[config.mk]
export PLATFORM = sky130hd
export DESIGN_NAME = pattern_lockout_det
export DESIGN_NICKNAME = d
export VERILOG_FILES = /design/src/rtl/ldet_pkg.sv /design/src/rtl/ldet_next_state.sv /design/src/rtl/ldet_state_reg.sv /design/src/rtl/ldet_out_reg.sv /design/src/rtl/pattern_lockout_det.sv
export SDC_FILE = /design/constraint.sdc
export NUM_CORES = 1
export LEC_CHECK = 0
export CORE_AREA = 2 2 39 41
export DETAILED_ROUTE_END_ITERATION = 8
export DIE_AREA = 0 0 41 43
export PLACE_DENSITY = 0.3
export SLEW_MARGIN = 30
export SYNTH_ARGS = -nofsm -noshare
export SYNTH_HDL_FRONTEND = slang
export SYNTH_SLANG_ARGS = --single-unit
[constraint.sdc]
create_clock -name clk -period 0.8 [get_ports clk]
set_input_delay 0.08 -clock clk [delete_from_list [all_inputs] [get_ports clk]]
set_output_delay 0.08 -clock clk [all_outputs]
set_load 0.05 [all_outputs]
[src/rtl/ldet_pkg.sv]
// Package: shared state encoding for the conditional pattern detector.
// Assumes a three-bit state code; code 7 is unused and must never be held.
package ldet_pkg;
    localparam int STATE_W = 3;

    typedef enum logic [STATE_W-1:0] {
        ST_START = 3'd0,  // nothing useful seen since reset
        ST_Z     = 3'd1,  // recent bits end in 0, no 1 yet in this run
        ST_ZO    = 3'd2,  // recent bits end in 0,1
        ST_MATCH = 3'd3,  // recent bits are 0,1,0; output high
        ST_O     = 3'd4,  // recent bits end in 1
        ST_OZ    = 3'd5,  // recent bits end in 1,0
        ST_LOCK  = 3'd6,  // 1,0,0 seen: absorbing
        ST_SPARE = 3'd7   // unused code
    } det_state_e;
endpackage

[src/rtl/ldet_next_state.sv]
// Module: ldet_next_state
// Pure combinational transition function of the detector.
// Assumes the state input is registered elsewhere; the unused code
// falls back to the start state.
module ldet_next_state
    import ldet_pkg::*;
(
    input  det_state_e cur_state,
    input  logic       bit_in,
    output det_state_e nxt_state
);
    // Purpose: map (current state, sampled bit) to the next state.
    always_comb begin
        case (cur_state)
            ST_START: nxt_state = bit_in ? ST_O  : ST_Z;
            ST_Z:     nxt_state = bit_in ? ST_ZO : ST_Z;
            ST_ZO:    nxt_state = bit_in ? ST_O  : ST_MATCH;
            ST_MATCH: nxt_state = bit_in ? ST_ZO : ST_LOCK;
            ST_O:     nxt_state = bit_in ? ST_O  : ST_OZ;
            ST_OZ:    nxt_state = bit_in ? ST_ZO : ST_LOCK;
            ST_LOCK:  nxt_state = ST_LOCK;
            default:  nxt_state = ST_START;
        endcase
    end
endmodule

[src/rtl/ldet_state_reg.sv]
// Module: ldet_state_reg
// Holds the detector state. Reset is synchronous, active low, and
// loads the start state.
module ldet_state_reg
    import ldet_pkg::*;
(
    input  logic       clk,
    input  logic       rst_n,
    input  det_state_e d_state,
    output det_state_e q_state
);
    // Purpose: register the next state, or the start state on reset.
    always_ff @(posedge clk) begin
        if (!rst_n) q_state <= ST_START;
        else        q_state <= d_state;
    end
endmodule

[src/rtl/ldet_out_reg.sv]
// Module: ldet_out_reg
// Registered Moore output, decoded from the next state so that it
// updates on the same edge as the state register. Reset clears it.
module ldet_out_reg
    import ldet_pkg::*;
#(
    parameter det_state_e FLAG_STATE = ST_MATCH
) (
    input  logic       clk,
    input  logic       rst_n,
    input  det_state_e d_state,
    output logic       flag_q
);
    logic flag_d;

    // Purpose: decode the single state that drives the output high.
    always_comb flag_d = (d_state == FLAG_STATE);

    // Purpose: hold the output flag, cleared by reset.
    always_ff @(posedge clk) begin
        if (!rst_n) flag_q <= 1'b0;
        else        flag_q <= flag_d;
    end
endmodule

[src/rtl/pattern_lockout_det.sv]
// Module: pattern_lockout_det
// Serial detector: z_out is high while the last three bits are 0,1,0,
// unless 1,0,0 has occurred since reset. One bit is sampled per clock.
// Assumes rst_n is synchronous and active low.
module pattern_lockout_det
    import ldet_pkg::*;
(
    input  logic clk,
    input  logic rst_n,
    input  logic x_in,
    output logic z_out
);
    det_state_e state_q;
    det_state_e state_d;

    ldet_next_state u_next (
        .cur_state (state_q),
        .bit_in    (x_in),
        .nxt_state (state_d)
    );

    ldet_state_reg u_sreg (
        .clk     (clk),
        .rst_n   (rst_n),
        .d_state (state_d),
        .q_state (state_q)
    );

    ldet_out_reg #(.FLAG_STATE(ST_MATCH)) u_oreg (
        .clk     (clk),
        .rst_n   (rst_n),
        .d_state (state_d),
        .flag_q  (z_out)
    );
endmodule

==> results.md <==
- Wire per inst: ~10 um
- CP arrival: ~1.0 ns
- Die Wd: 41 um
- Initial antenna violation count: 0
- Avg Inst Size Synth: just over 9 um2
- CTS clk-pin slew, worst paths: roughly 0.050 ns
- Crit start category: flip-flop
- Worst slew pin tran: about 0.24 ns
- Worst skew pair latency: 0.24 ns
- Largest family of logic cells by synthesized area: simple AND/OR/NAND/NOR gates
- Adder-Cell Fraction of Synth Area: 6.43%
- Status: finished, violations left
- Clock Path Buffers: 2
- CP max stage cell: dfxtp_2
- Final hold vios: 0
- Slew margin rel.: between 80 and 90%
- Synth Warn #: 0
- PortBufs: 3
- TritonRoute pass-1 iters: 4
- Fin. max-slew vios: 0
- Remaining Overflow, GRT: 0
- Layout Utilization: approximately a fifth
- Largest net degree at the start of global routing: 8
- Height of the die: 43 um
- Synthesized Nets: 22
- Max-cap violations: 0
- Max FO, Critical Path: 7
- Critical path class: reg2reg
- FMAX: approximately 1100 MHz
- CP Capture Type: flip-flop
- # diodes: 0
- DRC viols: 0
- Comb pwr share: around 13%
- First-pass GRT wire length: ~720 um
- Final wirelength: roughly 450 um
- Commonest non-fill, non-tap cell in the layout: nor2_1
- Vias per cell: 3.84
- Post-synthesis mux area share: 0%
- Worst-path cell chain: maj3_2 -> nor3b_2
- CTS H-tree lvls: 1
- Layout cells sized above 1: between 40% and 50%
- CP max stage delay: between 0.3 and 0.4 ns
- Final Critical Period: slightly below 0.9 ns
- Most frequent cells in the layout: 4 x nor2_1, 3 x clkbuf_4, 3 x buf_4, 3 x dfxtp_2
- Final WS setup: -0.0723 ns
- DR iter-0 viols: 9
- Final setup TNS: -0.162 ns
- Cell Pwr Density: between 1500 and 2000 nW/um2
- Fin Clk Skew: between 0.01 and 0.015 ns
- Post-Synth XOR/XNOR Area: 0%
- Synth Area in Simple Gates: about a third
- Clk pwr share: 46.6%
- Unrepaired setup endpoints after global routing: yes
- Total number of vias: 169
- Std cell rows: 14
- Nets: 33
- Syn Inst Count: 19
- Layout fillers: 153
- Internal power: roughly 0.00042 W
- Tightest Hold Check Type: in2reg
- Final Wtd Congestion: ~0.7
- Yosys cell types: 10
- Initial Util: 12.7%
- All-Layer GR Usage: 7.22%
- Endpoints failing setup: 3
- DIE AREA: between 1500 and 2000 um2
- Seq pwr share: 40.8%
- CTS tree: done
- Post-route clock period utilization: 109%
- Flops & latches, synth: 4
- TritonCTS buffer count: 3
- Compound-Gate Fraction of Synth Area: between 10% and 20%
- Worst ir drop on vdd: approximately 0.62 mV
- Switch Pwr: 0.000137 W
- Sinks on Clock Net: 4
- Critical path data required time: a little under 1 ns
- Vias in the first global route: roughly 170
- Area grow syn2layout: 64.3%
- Failing checks: negative setup slack
- DP Worst Slack: -0.285 ns
- CORE AREA: about 1400 um2
- Lkg Pwr: around 0.11 nW
- Register area share after synthesis: 45.7%
- Mapped cell area: about 180 um2
- I/O pin cnt: 4
- Sw frac: between 20 and 25%
- Antenna viol nets, final: 0
- Clock root cell: clkbuf_4
## flip-flops by register name, summed over array words and instances, names as in the netlist
| name | count |
|---|---|
| u_sreg.q_state | 3 |
| u_oreg.flag_q | 1 |
## timing repair
action,CTS,global route
endpoints found under the setup margin,4,4
hold endpoints to repair,0,0
hold buffers,0,0
pin swaps,1,0
resized for setup,2,1
setup buffers,0,0
## metrics by stage
| step | area (um2) | hold WS, ns | power [W] | instances |
|---|---|---|---|---|
| floorplan | 179 | 0.142 | 0.000263 | 19 |
| detailed placement | 262 | 0.527 | 0.000301 | 41 |
| finish | 288 | 0.490 | 0.000560 | 44 |
| global placement | 262 | 0.527 | 0.000301 | 41 |
| CTS | 285 | 0.477 | 0.000583 | 44 |
| global route | 288 | 0.476 | 0.000616 | 44 |
## final cells by class
cell class              count  area (um2)  share of cell area [%]
repair buffers              6        62.6                    21.7
multi-input cells          15        95.1                    33.0
flip-flops and latches      4        87.6                    30.4
clock buffers               3        22.5                    7.83
well taps                  16        20.0                    6.96
## Yosys cell counts
cell type / instances / area, um2
a21oi_1: 2 / 10.0
dfxtp_1: 4 / 80.1
maj3_2: 1 / 11.3
nand2b_1: 2 / 12.5
nand3_1: 2 / 10.0
nand3b_1: 1 / 7.51
nor2_1: 4 / 15.0
nor3b_2: 1 / 12.5
o21a_1: 1 / 7.51
o311ai_0: 1 / 8.76
## final timing paths
| kind | from | endpoint | slack [ns] | depth (start not counted) |
|---|---|---|---|---|
| min reg2reg | u_sreg.q_state[0] | u_oreg.flag_q | 0.55 | 2 |
| max reg2reg | u_sreg.q_state[2] | u_sreg.q_state[0] | -0.07 | 2 |
| max | u_sreg.q_state[2] | u_sreg.q_state[0] | -0.07 | 2 |
| min | rst_n | u_sreg.q_state[2] | 0.49 | 2 |
## power groups by stage
| stage | Clock (W) | Sequential [W] | Combinational (W) |
|---|---|---|---|
| 2_1_floorplan | 0 | 0.000233 | 0.0000305 |
| 3_3_place_gp | 0 | 0.000232 | 0.0000690 |
| 3_5_place_dp | 0 | 0.000233 | 0.0000689 |
| 4_1_cts | 0.000283 | 0.000229 | 0.0000700 |
| 5_1_grt | 0.000312 | 0.000230 | 0.0000746 |
| 6_report | 0.000261 | 0.000228 | 0.0000708 |
## metal layers
metal | share of wire [%] | global-route usage, % | vias to the layer above
met5 | 0 | 0 | -
met4 | 0 | 4.00 | 0
met3 | 6.4 | 9.42 | 0
met2 | 57 | 10.0 | 4
met1 | 37 | 5.13 | 78
li1 | - | - | 87
## critical path: cells and delay by family (launching register included)
kind | cells | cell delay, ns
flops | 1 | 0.34
fa+ha+maj | 1 | 0.32
simple gates | 1 | 0.15
## logic make-up (layout without fill, tap and decap cells)
logic type	count (synthesis)	in the layout
fa+ha+maj	1	1
flops	4	4
simple gates	10	10
compound gates	4	4
buf+inv	0	9
No activity file was read; power rests on OpenSTA's default activity.
